$ cat config.mk
export PLATFORM = sky130hd
export DESIGN_NAME = pwr_domain_ctrl
export DESIGN_NICKNAME = d
export VERILOG_FILES = /design/src/rtl/pdc_pkg.sv /design/src/rtl/pdc_target.sv /design/src/rtl/pdc_chain.sv /design/src/rtl/pdc_tracker.sv /design/src/rtl/pwr_domain_ctrl.sv
export SDC_FILE = /design/constraint.sdc
export NUM_CORES = 1
export LEC_CHECK = 0
export ABC_AREA = 0
export BUFFER_PORTS_ARGS = -buffer_cell sky130_fd_sc_hd__buf_4
export CORE_MARGIN = 3
export CORE_UTILIZATION = 41
export CTS_CLUSTER_DIAMETER = 100
export DETAILED_ROUTE_END_ITERATION = 8
export GPL_TIMING_DRIVEN = 0
export PLACE_DENSITY = 0.72
export SLEW_MARGIN = 0
export SYNTH_ARGS = -nofsm -noshare
export SYNTH_HDL_FRONTEND = slang
export SYNTH_SLANG_ARGS = --single-unit
$ cat constraint.sdc
create_clock -name clk -period 1.4 [get_ports clk]
set_input_delay 0.14 -clock clk [delete_from_list [all_inputs] [get_ports clk]]
set_output_delay 0.14 -clock clk [all_outputs]
set_load 0.05 [all_outputs]
$ cat src/rtl/pdc_pkg.sv
package pdc_pkg;

  typedef enum logic [1:0] {
    PS_OFF = 2'd0,
    PS_RET = 2'd1,
    PS_ON  = 2'd2
  } pstate_e;

  localparam logic [2:0] MODE_ACTIVE  = 3'd0;
  localparam logic [2:0] MODE_IDLE    = 3'd1;
  localparam logic [2:0] MODE_STANDBY = 3'd2;
  localparam logic [2:0] MODE_BACKUP  = 3'd3;
  localparam logic [2:0] MODE_OFF     = 3'd4;

  // Low-power modes in which switchable domains follow their requests
  function automatic logic mode_follows_req(input logic [2:0] m);
    return (m == MODE_STANDBY) || (m == MODE_BACKUP);
  endfunction

  // Core-controller domain target
  function automatic logic core_target(input logic [2:0] m);
    return !((m == MODE_BACKUP) || (m == MODE_OFF));
  endfunction

  // Backup domain target
  function automatic logic bkp_target(input logic [2:0] m);
    return m != MODE_OFF;
  endfunction

  // Switchable domain target, given its closure of requests
  function automatic logic sw_target(input logic [2:0] m, input logic closure_on);
    if (m == MODE_OFF)        return 1'b0;
    if (mode_follows_req(m))  return closure_on;
    return 1'b1;
  endfunction

endpackage

$ cat src/rtl/pdc_target.sv
module pdc_target
  import pdc_pkg::*;
#(
  parameter int N_SW = 3,
  localparam int NDOM = N_SW + 2
) (
  input  logic [2:0]      sleep_mode,
  input  logic [N_SW-1:0] periph_req,
  input  logic [N_SW-1:0] ret_cfg,
  output logic [NDOM-1:0] tgt_on,
  output logic [NDOM-1:0] low_ret
);

  logic [N_SW-1:0] closure_on;
  logic            lp_mode;

  assign lp_mode = mode_follows_req(sleep_mode);

  // Monotone closure: a domain is needed if it or any higher domain is needed
  for (genvar i = 0; i < N_SW; i++) begin : g_sw
    assign closure_on[i] = |periph_req[N_SW-1:i];
    assign tgt_on[i]     = sw_target(sleep_mode, closure_on[i]);
    // Retention only when the mode lets requests decide
    assign low_ret[i]    = lp_mode & ret_cfg[i];
  end

  assign tgt_on[N_SW]      = core_target(sleep_mode);
  assign tgt_on[N_SW+1]    = bkp_target(sleep_mode);
  assign low_ret[N_SW]     = 1'b0;  // core never retains
  assign low_ret[N_SW+1]   = 1'b0;

endmodule

$ cat src/rtl/pdc_chain.sv
module pdc_chain #(
  parameter int N_SW = 3
) (
  input  logic            clk,
  input  logic            rst_n,
  input  logic            armed,
  input  logic [N_SW-1:0] tgt_on,
  input  logic [N_SW-1:0] sw_ack,
  output logic [N_SW-1:0] en_q
);

  for (genvar i = 0; i < N_SW; i++) begin : g_dom
    logic up_ok;   // domain below is enabled and acknowledged
    logic dn_ok;   // domain above is released and acknowledged off
    logic en_r;

    if (i == 0) begin : g_bottom
      assign up_ok = 1'b1;
    end else begin : g_upper
      assign up_ok = en_q[i-1] & sw_ack[i-1];
    end

    if (i == N_SW - 1) begin : g_top
      assign dn_ok = 1'b1;
    end else begin : g_lower
      assign dn_ok = ~en_q[i+1] & ~sw_ack[i+1];
    end

    always_ff @(posedge clk or negedge rst_n) begin
      if (!rst_n) begin
        en_r <= 1'b1;
      end else if (armed) begin
        if (en_r) begin
          if (!tgt_on[i] && dn_ok) en_r <= 1'b0;
        end else if (tgt_on[i] && up_ok) begin
          en_r <= 1'b1;
        end
      end
    end

    assign en_q[i] = en_r;
  end

endmodule

$ cat src/rtl/pdc_tracker.sv
module pdc_tracker
  import pdc_pkg::*;
#(
  parameter int NDOM = 5
) (
  input  logic              clk,
  input  logic              rst_n,
  input  logic              armed,
  input  logic [NDOM-1:0]   sw_en,
  input  logic [NDOM-1:0]   sw_ack,
  input  logic [NDOM-1:0]   low_ret,
  output logic [2*NDOM-1:0] state
);

  for (genvar k = 0; k < NDOM; k++) begin : g_dom
    pstate_e st_r;
    logic    settled_on;
    logic    settled_low;

    assign settled_on  = sw_en[k] & sw_ack[k];
    assign settled_low = ~sw_en[k] & ~sw_ack[k];

    // update only when switch and enable agree
    always_ff @(posedge clk or negedge rst_n) begin
      if (!rst_n) begin
        st_r <= PS_ON;
      end else if (armed) begin
        if (settled_on)       st_r <= PS_ON;
        else if (settled_low) st_r <= low_ret[k] ? PS_RET : PS_OFF;
      end
    end

    assign state[2*k +: 2] = st_r;
  end

endmodule

$ cat src/rtl/pwr_domain_ctrl.sv
module pwr_domain_ctrl
  import pdc_pkg::*;
#(
  parameter int N_SW = 3,
  localparam int NDOM = N_SW + 2
) (
  input  logic              clk,
  input  logic              rst_n,
  input  logic [2:0]        sleep_mode,
  input  logic [N_SW-1:0]   periph_req,
  input  logic [N_SW-1:0]   ret_cfg,
  input  logic [NDOM-1:0]   sw_ack,
  output logic [NDOM-1:0]   sw_en,
  output logic [2*NDOM-1:0] dom_state
);

  logic            eval_armed;   // low for the first edge after reset
  logic [NDOM-1:0] tgt_on;
  logic [NDOM-1:0] low_ret;
  logic [N_SW-1:0] chain_en;
  logic [1:0]      side_en;

  always_ff @(posedge clk or negedge rst_n) begin
    if (!rst_n) eval_armed <= 1'b0;
    else        eval_armed <= 1'b1;
  end

  pdc_target #(.N_SW(N_SW)) u_target (
    .sleep_mode (sleep_mode),
    .periph_req (periph_req),
    .ret_cfg    (ret_cfg),
    .tgt_on     (tgt_on),
    .low_ret    (low_ret)
  );

  pdc_chain #(.N_SW(N_SW)) u_chain (
    .clk    (clk),
    .rst_n  (rst_n),
    .armed  (eval_armed),
    .tgt_on (tgt_on[N_SW-1:0]),
    .sw_ack (sw_ack[N_SW-1:0]),
    .en_q   (chain_en)
  );

  // Core and backup domains are not stacked: enables follow targets
  always_ff @(posedge clk or negedge rst_n) begin
    if (!rst_n)          side_en <= 2'b11;
    else if (eval_armed) side_en <= tgt_on[NDOM-1:N_SW];
  end

  assign sw_en = {side_en, chain_en};

  pdc_tracker #(.NDOM(NDOM)) u_tracker (
    .clk     (clk),
    .rst_n   (rst_n),
    .armed   (eval_armed),
    .sw_en   (sw_en),
    .sw_ack  (sw_ack),
    .low_ret (low_ret),
    .state   (dom_state)
  );

endmodule

==> results of run 1 <==
[area by class of cell]
type / instances / area [sq um]
timing repair buffer: 33 / 250
tap: 25 / 31.3
fill: 155 / 584
buffer: 6 / 42.5
clock buffer: 4 / 36.3
multi-input combinational: 43 / 407
sequential: 14 / 364
inverter: 8 / 30.0
[metal layers]
| layer | up-vias | wire, um |
|---|---|---|
| met5 | - | 0 |
| met4 | 0 | 9 |
| met3 | 2 | 80 |
| met2 | 14 | 887 |
| met1 | 293 | 727 |
| li1 | 303 | - |
[tightest hold or removal path, stage by stage]
cell and delay (ns):
buf_4 0.11, inv_1 0.04, o41ai_1 0.06
[flip-flops by register name, indices dropped and copies added, names as in the netlist]
| register | cells |
|---|---|
| u_tracker.g_dom.st_r | 8 |
| u_chain.g_dom.en_r | 3 |
| side_en | 2 |
| eval_armed | 1 |
[power groups by stage]
stage	Combinational, mW	Clock [mW]	Sequential (mW)
after global routing	0.527	0.322	0.530
after floorplan	0.141	0	0.694
after CTS	0.467	0.304	0.520
after global placement	0.448	0	0.527
after detailed placement	0.454	0	0.528
final	0.495	0.299	0.521
[per-stage QoR]
stage          setup slack, ns  cells  power (mW)
2_1_floorplan          -0.0558     71       0.835
3_3_place_gp           -0.0179    124       0.975
3_5_place_dp           -0.0195    124       0.983
4_1_cts               -0.00435    131        1.29
5_1_grt                -0.0149    133        1.38
6_report                0.0212    133        1.31
[cell families (layout without fill, tap and decap cells)]
group                      after synthesis  after routing  synth area share
and+or+nand+nor                         15             15             0.114
buffers and inverters                   14             51            0.0946
adders and majority gates                7              7             0.114
other                                    2              3           0.00979
AOI/OAI and AO/OA                       12             12             0.106
muxes                                    6              6            0.0881
DFF                                     14             14             0.473
[cells in the mapped netlist (2+ instances only)]
cell type	number
buf_4	5
nand2b_1	3
o41ai_1	3
mux2_2	6
nor2b_1	2
conb_1	2
dfrtp_1	4
dfstp_2	10
o21ai_0	3
ha_1	7
a21oi_1	3
inv_1	8
nand2_1	7
[timing repair]
item | CTS | global route
resized for setup | 0 | 8
buffers inserted | 2 | 2
endpoints found under the hold margin | 14 | 0
pin swaps | 0 | 1
endpoints found under the setup margin | 4 | 4
hold buffers | 1 | 0
[path summary, 6_finish.rpt]
kind / start / endpoint / slack [ns] / depth (start not counted)
worst min register to register: u_tracker.g_dom[0].st_r[0] / u_tracker.g_dom[0].st_r[0] / 0.49 / 2
worst max-delay path: u_chain.g_dom[2].en_r / u_tracker.g_dom[2].st_r[1] / 0.02 / 4
min in group asynchronous: rst_n / u_tracker.g_dom[0].st_r[0] / 0.23 / 2
max in group asynchronous: rst_n / side_en[1] / 0.93 / 2
worst max register to register: u_chain.g_dom[2].en_r / u_tracker.g_dom[2].st_r[1] / 0.02 / 4
worst min-delay path: ret_cfg[0] / u_tracker.g_dom[0].st_r[0] / 0.10 / 3
==> flow_summary.json, run 1 <==
{
  "max_clock_freq_ghz": 0.725,
  "wl_per_cell_um": 12.8,
  "clock-sinks": 14,
  "crit_path_end_kind": "flop",
  "antenna_found_initial": 0,
  "power.density_nw_per_um2": 1130,
  "clockPowerShare": 0.227,
  "worstPathCellList": "inv_1, ha_1, nand2b_4, mux2_2",
  "fin_crit_sh": 0.985,
  "dr_total_vias": 612,
  "wirelength_mm": 1.70,
  "cp_slowest_cell": "dfstp_2",
  "whs_ns": 0.102,
  "finalSetupViolCount": 0,
  "yosys.cell_types.count": 20,
  "fin_skew_ns": 0.00254,
  "die_h_um": 49.3,
  "met2_usage": 0.248,
  "crit_required_ns": 1.62,
  "most-common-layout-cells": "buf_4 (37), dfstp_2 (10), inv_1 (7), nand2_1 (7), mux2_2 (5)",
  "viasPerCell": 4.60,
  "cp_max_fo": 3,
  "synth_ff_type": "dfstp_2",
  "async_flop_share": 1.00,
  "coreArea_sq_um": 1750,
  "dp_hpwl_mm": 1.19,
  "hold_violations": 0,
  "grt.total_usage": 0.149,
  "drt_pre_antenna_iters": 2,
  "netlist_area_sq_um": 767,
  "diodes": 0,
  "met3_usage": 0.0275,
  "htree_levels": 1,
  "drv_cap": 0,
  "yosysWarningCount": 0,
  "final_area_sq_um": 1160,
  "setup_tns_ns": 0,
  "io_buffers": 28,
  "critical-path-top-delay-family": "flip-flops",
  "cp_data_arrival_time_ns": 1.59,
  "synth.area.top_cells": "dfstp_2 (34%), dfrtp_1 (13%), ha_1 (11%), mux2_2 (8.8%), buf_4 (4.9%)",
  "drtIter0Drc": 4,
  "overflow": 0,
  "clkLatencyLatePin_ns": 0.28,
  "final_core_util": 0.665,
  "syn_to_final_growth_pct": 51.4,
  "cts_tree": "built",
  "hold_class": "input port to flop",
  "ios": 31,
  "die_x_um": 49.3,
  "yosysTopAreaCellShare": 0.343,
  "fp-row-count": 15,
  "path_buf_inv": 1,
  "intPower_mw": 0.844,
  "place_congestion": 0.730,
  "path_class": "flop to flop",
  "syn_avg_cell_area_sq_um": 11.0,
  "synth_seq_area_share": 0.473,
  "use_met1": 0.185,
  "cts.clk_slew.worst_paths_ns": 0.09,
  "cp-start-kind": "flop",
  "placed_cell_area_sq_um": 1040,
  "p_leak_nw": 0.579,
  "initial_core_util": 0.439,
  "synthCells": 70,
  "p_sw_frac": 0.358,
  "slew_violations": 0,
  "remaining_drc_errors": 0,
  "p_comb_frac": 0.376,
  "die_area_sq_um": 2430,
  "cts-root-buf": "clkbuf_4",
  "synth-edff-count": 0,
  "ys_seq_elements": 14,
  "vdd_ir_drop_max_uv": 765,
  "ant_nets": 0,
  "yosysTopAreaCell": "dfstp_2",
  "grt_pass1_wl_mm": 2.81,
  "outcome": "finished, final reports clean",
  "busiest_layer": "met2",
  "cts_buffers": 3,
  "slowest_delay_ns": 0.55,
  "period_minus_slack_ns": 1.38,
  "cts_buffer_depth": 2,
  "switchingPower_mw": 0.471,
  "final_common_cell": "buf_4",
  "grt_pass1_vias": 619,
  "nNetsFinal": 132,
  "p_seq_frac": 0.396,
  "grt_max_degree": 15,
  "drive_above_1_share": 0.630
}
No activity file was read; power rests on OpenSTA's default activity.
==> run 2, diff against run 1 <==
REMOVE_ABC_BUFFERS = 1   (was default)
clock period = 1.17 ns   (was 1.4 ns; I/O delays follow)
==> run 2 against run 1 <==
Critical endpoint is now u_tracker.g_dom[1].st_r[1]; the run now ends with negative setup slack left; clock power down 14%; highest routed layer unchanged; global-route usage down 0.11 points; sequential share of layout area decreased by 0.92 points; clock skew hardly changed; via count down 1.8%.
==> flow_summary.json, run 2 (synthesized netlist as in run 1, its figures left out) <==
{
  "remaining_drc_errors": 0,
  "cts_buffers": 3,
  "htree_levels": 1,
  "p_comb_frac": 0.419,
  "clkLatencyLatePin_ns": 0.27,
  "cp_data_arrival_time_ns": 1.53,
  "cts.clk_slew.worst_paths_ns": 0.08,
  "grt_pass1_wl_mm": 2.73,
  "cp_max_fo": 3,
  "p_seq_frac": 0.412,
  "fp-row-count": 15,
  "nNetsFinal": 128,
  "max_clock_freq_ghz": 0.752,
  "die_area_sq_um": 2430,
  "p_leak_nw": 0.579,
  "final_cell_count_no_fill": 128,
  "dp_hpwl_mm": 1.12,
  "overflow": 0,
  "drive_above_1_share": 0.650,
  "cts-root-buf": "clkbuf_4",
  "finalSetupViolCount": 12,
  "switchingPower_mw": 0.554,
  "final_core_util": 0.685,
  "place_ws_ns": -0.239,
  "io_buffers": 28,
  "intPower_mw": 0.976,
  "die_x_um": 49.3,
  "slowest_delay_ns": 0.54,
  "period_minus_slack_ns": 1.33,
  "crit_path_end_kind": "flop",
  "final_common_cell": "buf_4",
  "antenna_found_initial": 0,
  "drv_cap": 0,
  "drtIter0Drc": 6,
  "place_congestion": 0.689,
  "cts_buffer_depth": 2,
  "cp-start-kind": "flop",
  "crit_required_ns": 1.37,
  "largest_reg_flops": 8,
  "grt.total_usage": 0.148,
  "violations": "negative setup slack",
  "reg2reg_slack_ns": -0.16,
  "crit_start": "u_chain.g_dom[1].en_r",
  "die_h_um": 49.3,
  "p_total_mw": 1.53,
  "largest_register": "u_tracker.g_dom.st_r",
  "ant_nets": 0,
  "reg2reg_from": "u_chain.g_dom[1].en_r",
  "cts_tree": "built",
  "viasPerCell": 4.70,
  "wl_per_cell_um": 12.9,
  "worstHoldStart": "ret_cfg[1]",
  "clock-sinks": 14,
  "hold_violations": 0,
  "fin_crit_sh": 1.14,
  "outcome": "finished with violations",
  "most-common-layout-cells": "buf_4 (28), dfstp_2 (10), nand2_1 (7)",
  "grt_max_degree": 15,
  "clockPowerShare": 0.169,
  "power.density_nw_per_um2": 1280,
  "slew_violations": 0,
  "p_sw_frac": 0.362,
  "cp_slowest_cell": "dfstp_2",
  "dr_total_vias": 601,
  "ios": 31,
  "layout_setup_ws_ns": -0.161,
  "drt_pre_antenna_iters": 2,
  "path_class": "flop to flop",
  "hold_class": "input port to flop",
  "grt_setup_unrepaired": "true",
  "worstPathCellList": "inv_2, ha_4, nand2b_4, mux2_4",
  "wirelength_mm": 1.66,
  "initial_core_util": 0.439,
  "coreArea_sq_um": 1750,
  "largest_registers": "u_tracker.g_dom.st_r (8), u_chain.g_dom.en_r (3), side_en (2)",
  "fin_skew_ns": 0.00289,
  "vdd_ir_drop_max_uv": 895,
  "placed_cells": 118,
  "grt_pass1_vias": 622,
  "syn_to_final_growth_pct": 56.0,
  "diodes": 0
}
[run 2: changes by cell type in the layout (fill, tap and decap cells not counted), sizes merged]
cell,before,now
buf,38,34
clkbuf,4,3
[run 2: what timing repair did]
item,CTS,global route
setup buffers,4,2
pin swaps,2,1
hold buffers,1,0
gates resized for setup,22,6
endpoints found under the hold margin,14,0
endpoints found under the setup margin,9,14
[run 2: worst paths after layout]
kind / to / depth (start not counted)
max: u_tracker.g_dom[1].st_r[1] / 4
min: u_tracker.g_dom[1].st_r[0] / 3
max reg2reg: u_tracker.g_dom[1].st_r[1] / 4
min reg2reg: u_tracker.g_dom[0].st_r[0] / 2
max in group asynchronous: side_en[1] / 2
min in group asynchronous: u_tracker.g_dom[0].st_r[0] / 2
[run 2: per-layer routing]
layer | vias up | wire (um) | part of all wire | global-route usage
li1 | 295 | - | - | -
met1 | 288 | 646 | 0.39 | 0.166
met2 | 16 | 891 | 0.54 | 0.252
met3 | 2 | 101 | 0.061 | 0.0550
met4 | 0 | 17 | 0.010 | 0.0569
met5 | - | 0 | 0 | 0
[run 2: through the flow]
stage	hold WS [ns]	instance area [sq um]	setup TNS (ns)
after detailed placement	-0.0256	970	-1.40
after CTS	0.0812	1150	-1.11
after global placement	-0.0269	970	-1.23
after global routing	0.0973	1200	-1.65
after floorplan	-0.179	728	-2.72
final	0.0911	1200	-1.03
[run 2: layout make-up]
class                      count  area (sq um)
inverter                       8          30.0
timing repair buffer          35           303
sequential                    14           364
tap                           25          31.3
clock buffer                   3          22.5
fill                         145           549
multi-input combinational     43           445
[run 2: worst max-delay path, delay by kind of cell (launching register included)]
| family | cells | cell delay (ns) |
|---|---|---|
| flip-flops | 1 | 0.54 |
| multiplexers | 1 | 0.30 |
| adder cells (fa/ha/maj) | 1 | 0.25 |
| AND/OR/NAND/NOR | 1 | 0.12 |
| buffers and inverters | 1 | 0.05 |
[run 2: power groups by stage]
stage          sequential [mW]  clock (mW)  combinational, mW
2_1_floorplan            0.857           0              0.122
3_3_place_gp             0.633           0              0.508
3_5_place_dp             0.636           0              0.516
4_1_cts                  0.630       0.272              0.618
5_1_grt                  0.643       0.299              0.681
6_report                 0.631       0.258              0.640
